===== src/rtl/scl_baud_pkg.sv =====
package scl_baud_pkg;

  // Exponent convention for the power-of-two stage
  typedef enum logic {
    EXP_PLUS_ONE = 1'b0,   // divide by 2^(N+1)
    EXP_PLAIN    = 1'b1    // divide by 2^N
  } exp_mode_e;

  // Field placement inside the configuration word
  localparam int N_FIELD_LSB = 0;

endpackage


===== src/rtl/pow2_prescaler.sv =====
module pow2_prescaler
  import scl_baud_pkg::*;
#(
  parameter int N_W = 3,
  localparam int CNT_W = 1 << N_W
) (
  input  logic           clk,
  input  logic           rst,
  input  logic           clr,
  input  logic           exp_sel,
  input  logic [N_W-1:0] n_val,
  output logic           hit
);

  logic [N_W:0]       expo;
  logic [CNT_W-1:0]   term;
  logic [CNT_W-1:0]   cnt;

  // effective exponent: N or N+1 depending on the convention
  always_comb begin
    expo = {1'b0, n_val} + ((exp_mode_e'(exp_sel) == EXP_PLAIN) ? '0 : (N_W+1)'(1));
  end

  // terminal count 2^expo - 1, built as a thermometer mask
  always_comb begin
    for (int i = 0; i < CNT_W; i++) begin
      term[i] = (expo > (N_W+1)'(i));
    end
  end

  assign hit = (cnt >= term);

  always_ff @(posedge clk) begin
    if (rst || clr) begin
      cnt <= '0;
    end else if (hit) begin
      cnt <= '0;
    end else begin
      cnt <= cnt + 1'b1;
    end
  end

  assert_pre_clear_R6: assert property (@(posedge clk) disable iff (rst)
    clr |=> (cnt == '0));

endmodule


===== src/rtl/linear_stage.sv =====
module linear_stage #(
  parameter int M_W = 4
) (
  input  logic           clk,
  input  logic           rst,
  input  logic           clr,
  input  logic           step,
  input  logic [M_W-1:0] m_val,
  output logic           hit
);

  logic [M_W-1:0] cnt;

  assign hit = step && (cnt == m_val);

  always_ff @(posedge clk) begin
    if (rst || clr) begin
      cnt <= '0;
    end else if (step) begin
      if (hit) begin
        cnt <= '0;
      end else begin
        cnt <= cnt + 1'b1;
      end
    end
  end

  assert_lin_bound_R3: assert property (@(posedge clk) disable iff (rst)
    cnt <= m_val);

  assert_lin_clear_R6: assert property (@(posedge clk) disable iff (rst)
    clr |=> (cnt == '0));

endmodule


===== src/rtl/phase_ring.sv =====
module phase_ring #(
  parameter int PHASES      = 10,
  parameter int HIGH_PHASES = 5,
  localparam int IDX_W = $clog2(PHASES)
) (
  input  logic             clk,
  input  logic             rst,
  input  logic             clr,
  input  logic             adv,
  output logic             tick,
  output logic [IDX_W-1:0] idx,
  output logic             scl
);

  localparam logic [IDX_W-1:0] LAST_V = IDX_W'(PHASES - 1);
  localparam logic [IDX_W-1:0] HIGH_V = IDX_W'(HIGH_PHASES);

  logic [IDX_W-1:0] nxt;

  assign nxt = (idx == LAST_V) ? '0 : idx + 1'b1;

  always_ff @(posedge clk) begin
    if (rst || clr) begin
      tick <= 1'b0;
      idx  <= '0;
      scl  <= 1'b1;
    end else begin
      tick <= adv;
      if (adv) begin
        idx <= nxt;
        scl <= (nxt < HIGH_V);
      end
    end
  end

  assert_idx_bound_R7: assert property (@(posedge clk) disable iff (rst)
    idx <= LAST_V);

  assert_idx_wrap_R7: assert property (@(posedge clk) disable iff (rst)
    (adv && !clr && idx == LAST_V) |=> (idx == '0));

  assert_scl_level_R8: assert property (@(posedge clk) disable iff (rst)
    scl == (idx < HIGH_V));

endmodule


===== src/rtl/scl_baud_gen.sv =====
module scl_baud_gen
  import scl_baud_pkg::*;
#(
  parameter int M_W         = 4,
  parameter int N_W         = 3,
  parameter int PHASES      = 10,
  parameter int HIGH_PHASES = 5,
  localparam int IDX_W = $clog2(PHASES),
  localparam int CFG_W = M_W + N_W
) (
  input  logic             clk,
  input  logic             rst,
  input  logic             bus_en,
  input  logic             cfg_wr,
  input  logic [CFG_W-1:0] cfg_data,
  input  logic             exp_mode,
  output logic             phase_tick,
  output logic [IDX_W-1:0] phase_idx,
  output logic             scl_out
);

  localparam int M_LSB = N_FIELD_LSB + N_W;

  logic [M_W-1:0] cfg_m;
  logic [N_W-1:0] cfg_n;
  logic           clr;
  logic           pre_hit;
  logic           lin_hit;

  always_ff @(posedge clk) begin
    if (rst) begin
      cfg_m <= '0;
      cfg_n <= '0;
    end else if (cfg_wr) begin
      cfg_n <= cfg_data[N_FIELD_LSB +: N_W];
      cfg_m <= cfg_data[M_LSB +: M_W];
    end
  end

  // a write or a disabled bus restarts the whole chain
  assign clr = !bus_en || cfg_wr;

  pow2_prescaler #(.N_W(N_W)) u_pre (
    .clk     (clk),
    .rst     (rst),
    .clr     (clr),
    .exp_sel (exp_mode),
    .n_val   (cfg_n),
    .hit     (pre_hit)
  );

  linear_stage #(.M_W(M_W)) u_lin (
    .clk   (clk),
    .rst   (rst),
    .clr   (clr),
    .step  (pre_hit),
    .m_val (cfg_m),
    .hit   (lin_hit)
  );

  phase_ring #(.PHASES(PHASES), .HIGH_PHASES(HIGH_PHASES)) u_ring (
    .clk  (clk),
    .rst  (rst),
    .clr  (clr),
    .adv  (lin_hit),
    .tick (phase_tick),
    .idx  (phase_idx),
    .scl  (scl_out)
  );

  assert_hold_idle_R9: assert property (@(posedge clk) disable iff (rst)
    !bus_en |=> (!phase_tick && scl_out && phase_idx == '0));

  assert_tick_width_R5: assert property (@(posedge clk) disable iff (rst)
    (phase_tick && (cfg_m != '0 || cfg_n != '0 || exp_mode == EXP_PLUS_ONE))
      |=> (!phase_tick || (cfg_m == '0 && cfg_n == '0 && exp_mode == EXP_PLAIN)));

endmodule


===== config.mk =====
export PLATFORM = sky130hd
export DESIGN_NAME = scl_baud_gen
export DESIGN_NICKNAME = d
export VERILOG_FILES = /design/src/rtl/scl_baud_pkg.sv /design/src/rtl/pow2_prescaler.sv /design/src/rtl/linear_stage.sv /design/src/rtl/phase_ring.sv /design/src/rtl/scl_baud_gen.sv
export SDC_FILE = /design/constraint.sdc
export NUM_CORES = 1
export LEC_CHECK = 0
export ABC_AREA = 0
export BUFFER_PORTS_ARGS = -buffer_cell sky130_fd_sc_hd__buf_2
export CAP_MARGIN = 10
export CORE_MARGIN = 2
export CORE_UTILIZATION = 43
export CTS_BUF_LIST = sky130_fd_sc_hd__clkbuf_8 sky130_fd_sc_hd__clkbuf_16
export CTS_CLUSTER_SIZE = 10
export DETAILED_ROUTE_END_ITERATION = 10
export GPL_TIMING_DRIVEN = 0
export SYNTH_ARGS = -nofsm -noshare
export SYNTH_HDL_FRONTEND = slang
export SYNTH_SLANG_ARGS = --single-unit

===== constraint.sdc =====
create_clock -name clk -period 3.3 [get_ports clk]
set_input_delay 0.165 -clock clk [delete_from_list [all_inputs] [get_ports clk]]
set_output_delay 0.165 -clock clk [all_outputs]
set_load 0.02 [all_outputs]

# Yosys cells after proc, flatten, opt, wreduce, memory -nomap -nowiden
# Cells that the tools add are included.
# W data, S select, Z words.
[totals] reg_bits=25 wordCells=31 in_bits=12
[classes] n_mux=3 n_eq_ne=2 n_lt_le_gt_ge=10 n_addsub=4 n_reduce_logical=5
[op_table] cell="$gt A4 B3 Y1 const B" n=4
[op_table] cell="$add A4 B1 Y4 const B" n=2
[op_table] cell="$add A8 B1 Y8 const B" n=1
[op_table] cell="$ge A8 B8 Y1" n=1
[op_table] cell="$gt A4 B1 Y1 const B" n=2
[op_table] cell="$gt A4 B2 Y1 const B" n=2
[op_table] cell="$mux W4" n=2
[op_table] cell="$add A3 B4 Y4" n=1
[op_table] cell="$eq A4 B4 Y1" n=1
[op_table] cell="$eq A4 B4 Y1 const B" n=1
[op_table] cell="$lt A4 B3 Y1 const B" n=1
[op_table] cell="$logic_or A1 B1 Y1" n=2
[op_table] cell="$reduce_or A2 Y1" n=1
[op_table] cell="$logic_and A1 B1 Y1" n=1
[op_table] cell="$logic_not A1 Y1" n=1
[op_table] cell="$mux W1" n=1

# Logic depth before layout (Yosys ltp)
[logic_depth] depth_word=6 ltp_mapped=13

# By module
# From an unflattened synthesis, not the netlist that was laid out.
[unflattened] cells_unflattened=146 area_unflattened_um2=1381.3
[by_module_without_submodules] module="pow2_prescaler" instances=1 cells_each=68 area_each_um2=610.6
[by_module_without_submodules] module="phase_ring" instances=1 cells_each=31 area_each_um2=270.3
[by_module_without_submodules] module="scl_baud_gen" instances=1 cells_each=23 area_each_um2=254.0
[by_module_without_submodules] module="linear_stage" instances=1 cells_each=24 area_each_um2=246.5

# Worst setup path before layout
# OpenSTA, ideal clock, no wires.
[synth_timing] kind="register to register" from="reg cfg_n[0]" to="reg u_pre.cnt[2]" arrival_time_ns=2.739 t_required_ns=3.236 stages_incl_launch_ff=12 path_slack_ns=0.498 synth_period_minus_slack_ns=2.802 path_cell_list="dfxtp_1 -> ha_1 -> ha_1 -> or2_2 -> or3_1 -> ha_1 -> nand2b_1 -> a2111oi_4 -> o41ai_4 -> or2_1 -> buf_2 -> nor2_1"
[synth_via] elab_chain_len=4 elab_cells_between_ends=11 classes_between="add/sub (1); order compare (9); reduce/logical (1)"
[synth_rtl] item="from (decl)" line_no="scl_baud_gen.sv:25" text="logic [N_W-1:0] cfg_n;"
[synth_rtl] item="from (signal assigned)" line_no="scl_baud_gen.sv:35" text="cfg_n <= cfg_data[N_FIELD_LSB +: N_W];"
[synth_rtl] item="$add A3 B4 Y4 (*)" line_no="pow2_prescaler.sv:21" text="expo = {1'b0, n_val} + ((exp_mode_e'(exp_sel) == EXP_PLAIN) ? '0 : (N_W+1)'(1));"
[synth_rtl] item="$gt A4 B1 Y1, or another cell as far along" line_no="pow2_prescaler.sv:27" text="term[i] = (expo > (N_W+1)'(i));"
[synth_rtl] item="$ge A8 B8 Y1 (*)" line_no="pow2_prescaler.sv:31" text="assign hit = (cnt >= term);"
[synth_rtl] item="$reduce_or A2 Y1 (no source line) (*)"
[synth_rtl] item="to (signal assigned)" line_no="pow2_prescaler.sv:39" text="cnt <= cnt + 1'b1;"
[synth_rtl] item="to (decl)" line_no="pow2_prescaler.sv:17" text="logic [CNT_W-1:0] cnt;"
# Every way passes the cells marked *; elsewhere a longest branch is shown, timed or not.
# A chain may end at the register's enable or synchronous reset.

# Worst setup path after layout
[layout_timing] from="reg cfg_n[0]" to="reg u_pre.cnt[7]"
# Same word-level chain as after synthesis.

==> run_results.csv <==
group,metric,value,unit
power,power_density,378.3,mW/mm2
routing,drc,0,
power,p_sw,0.1587,mW
cts,cts_sinks,25,
cts,path_clk_slew,0.08,ns
grt,grt_max_degree,16,
floorplan,ios,18,
power,comb_power_share,18.0,%
power,ir_drop,0.1904,mV
logic_synthesis,ys_seq_area_share,35.27,%
floorplan,die_y,61.44,um
cells_and_area,drive_gt1_share,17.65,%
logic_synthesis,syn_avg_cell_area,9.396,um2
cts,cts-root-buf,"clkbuf_8",
run_status,status,"finished clean",
power,power.internal,0.4457,mW
cells_and_area,multi_input_area,857.1,um2
grt,grt_pass1_wl,4284,um
grt,overflow,0,
logic_synthesis,syn_area,0.001419,mm2
job,maxCapViolCount,0,
setup_path,cp-endpoint,"u_pre.cnt[7]",
timing,final_hold_viol_count,0,
cells_and_area,fillerInstances,311,
logic_synthesis,ys_ff_latch,25,
setup_path,r2r_slack,0.31,ns
cells_and_area,finalNetCount,195,
setup_path,worstPathArrival,3.19,ns
grt,antenna_found_initial,0,
power,seq_power_share,52.0,%
worst_hold_path,hold_class,"primary input to flop",
cts,cts_tree,"built",
setup_path,path_max_fanout,8,
routing,vias_per_cell,5.075,
setup_path,crit_path_start,"cfg_n[0]",
routing,drt-pass1-iter-count,4,
logic_synthesis,async_flop_share,0,%
cts,hold_buffers,0,
logic_synthesis,synth_edf_count,0,
power,swShare,26.26,%
cells_and_area,areaGrowthSynthToFinish,12.61,%
cts,cts_resized,0,
grt,grt.total_usage,15.06,%
logic_synthesis,yosys-top-cells-count,"dfxtp_1, nor2_1, ha_1, mux2i_1",
logic_synthesis,synth_area_leaders,"dfxtp_1, ha_1, mux2i_1",
routing,wl,2508,um
timing,tightest_slew,0.7604,ns
setup_path,startpoint_type,"flop",
cells_and_area,ff_latch_area,500.5,um2
floorplan,start_util,45.73,%
setup_path,worstSetupPathType,"flop to flop",
setup_path,worstSetupEndpointType,"flop",
logic_synthesis,synth-main-ff-cell,"dfxtp_1",
floorplan,die-area,0.003775,mm2
logic_synthesis,synth_top_area_share,35.27,%
floorplan,rows,20,
cts,clock_latency,0.27,ns
power,clockPowerShare,30.0,%
placement,io_buffers,15,
placement,place_congestion,0.7475,
logic_synthesis,syn-num-nets,175,
floorplan,die_w,61.44,um
power,fin_total_pwr,0.6044,mW
power,p_leak,0.7066,nW
cts,cts_setup_buffers,0,
placement,hpwl,1946,um
timing,max_freq,334.2,MHz
grt,grt_pass1_vias,1032,
timing,max-slew-margin-rel,49.20,%
setup_path,r2r_start,"cfg_n[0]",
cts,ctsLongestPathBuffers,2,
timing,tns,0,ns
timing,finalClockSkew,0.009251,ns
cts,cts_buffers,3,
timing,slew_violations,0,
cells_and_area,n_antenna_cell,0,
cells_and_area,utilization,51.49,%
timing,min_period,2.992,ns
logic_synthesis,synthDistinctLibCells,38,
timing,setup-violations-final,0,
setup_path,reg2reg_depth,11,
logic_synthesis,synth_largest_area_cell,"dfxtp_1",
timing,rsz0062_at_grt,"false",
routing,wl_per_cell,11.72,um
routing,via_count,1086,
logic_synthesis,syn_inst,151,
routing,ant_nets,0,
setup_path,required,3.50,ns
routing,drtIter0Drc,50,
setup_path,reg2reg_to,"u_pre.cnt[7]",
floorplan,fp.coreArea,0.003103,mm2
timing,finalCritPeriodShare,90.67,%
cts,htree_levels,1,
logic_synthesis,ys_warn_count,0,
==> per-stage QoR <==
step / setup slack [ns] / cells / hold slack (ns) / cell area (um2)
2_1_floorplan: 0.4976 / 151 / 0.3122 / 1419
3_3_place_gp: 0.3585 / 210 / 0.4005 / 1549
3_5_place_dp: 0.2911 / 210 / 0.4093 / 1549
4_1_cts: 0.2766 / 214 / 0.1350 / 1598
5_1_grt: 0.1432 / 214 / 0.1307 / 1598
6_report: 0.3078 / 214 / 0.1385 / 1598
==> flip-flops by register name, indices dropped and copies added, names as in the netlist <==
register / count
u_lin.cnt: 4
u_pre.cnt: 8
u_ring.scl: 1
u_ring.tick: 1
cfg_n: 3
cfg_m: 4
u_ring.idx: 4
==> critical path, cell delays in order (launching register included) <==
cell and delay, ns:
dfxtp_1 0.33, ha_1 0.19, ha_1 0.33, or2_2 0.30, or3_1 0.31, ha_1 0.27
nand2b_1 0.17, a2111oi_4 0.42, o41ai_4 0.12, or2_1 0.21, buf_2 0.17, nor2_1 0.11
==> worst min path at each step <==
stage | startpoint | end | slack, ns | cells after the start
finish | cfg_data[1] | cfg_n[1] | 0.14 | 3
global route | cfg_data[0] | cfg_n[0] | 0.13 | 3
CTS | cfg_data[2] | cfg_n[2] | 0.13 | 3
detailed placement | cfg_data[2] | cfg_n[2] | 0.41 | 3
global placement | cfg_data[0] | cfg_n[0] | 0.40 | 3
floorplan | cfg_data[3] | cfg_m[0] | 0.31 | 2
==> routing by layer <==
metal | up-vias | part of all wire [%] | global-route usage [%]
li1 | 568 | - | -
met1 | 511 | 46 | 18.24
met2 | 5 | 51 | 26.29
met3 | 2 | 1.6 | 2.521
met4 | 0 | 1.0 | 6.383
met5 | - | 0 | 0
==> logic make-up after synthesis <==
| group | Yosys count | share of synthesized area [%] |
|---|---|---|
| adders and majority gates | 12 | 10.58 |
| muxes | 12 | 8.466 |
| DFF | 25 | 35.27 |
| AOI/OAI and AO/OA | 26 | 15.34 |
| and+or+nand+nor | 54 | 19.23 |
| buffers and inverters | 11 | 4.320 |
| xor gates and xnor gates | 11 | 6.791 |
==> layout make-up <==
type,count,area share (%)
Clock inverter,1,0.4699
Inverter,6,1.410
Timing Repair Buffer,15,4.699
Multi-Input combinational cell,115,53.64
Tap cell,44,3.446
Buffer,5,2.428
Clock buffer,3,2.584
Sequential cell,25,31.32
==> power by group through the flow <==
| stage | combinational (mW) | clock, mW | sequential (mW) |
|---|---|---|---|
| 5_1_grt | 0.121 | 0.205 | 0.316 |
| 3_5_place_dp | 0.110 | 0 | 0.321 |
| 2_1_floorplan | 0.0876 | 0 | 0.321 |
| 3_3_place_gp | 0.106 | 0 | 0.321 |
| 4_1_cts | 0.111 | 0.188 | 0.314 |
| 6_report | 0.109 | 0.181 | 0.314 |
==> placed cells by master (no fill, tap or decap), types with 3 or more instances in the layout <==
master / n
buf_2: 16
nor2_1: 25
a21oi_1: 6
and3_1: 4
xnor2_1: 3
nand2b_1: 3
dfxtp_1: 25
nand2_1: 8
o21ai_0: 4
nand3_1: 4
mux2i_1: 12
inv_1: 6
ha_1: 12
clkbuf_8: 3
xor2_1: 8
(Power assumes the default switching activity.)
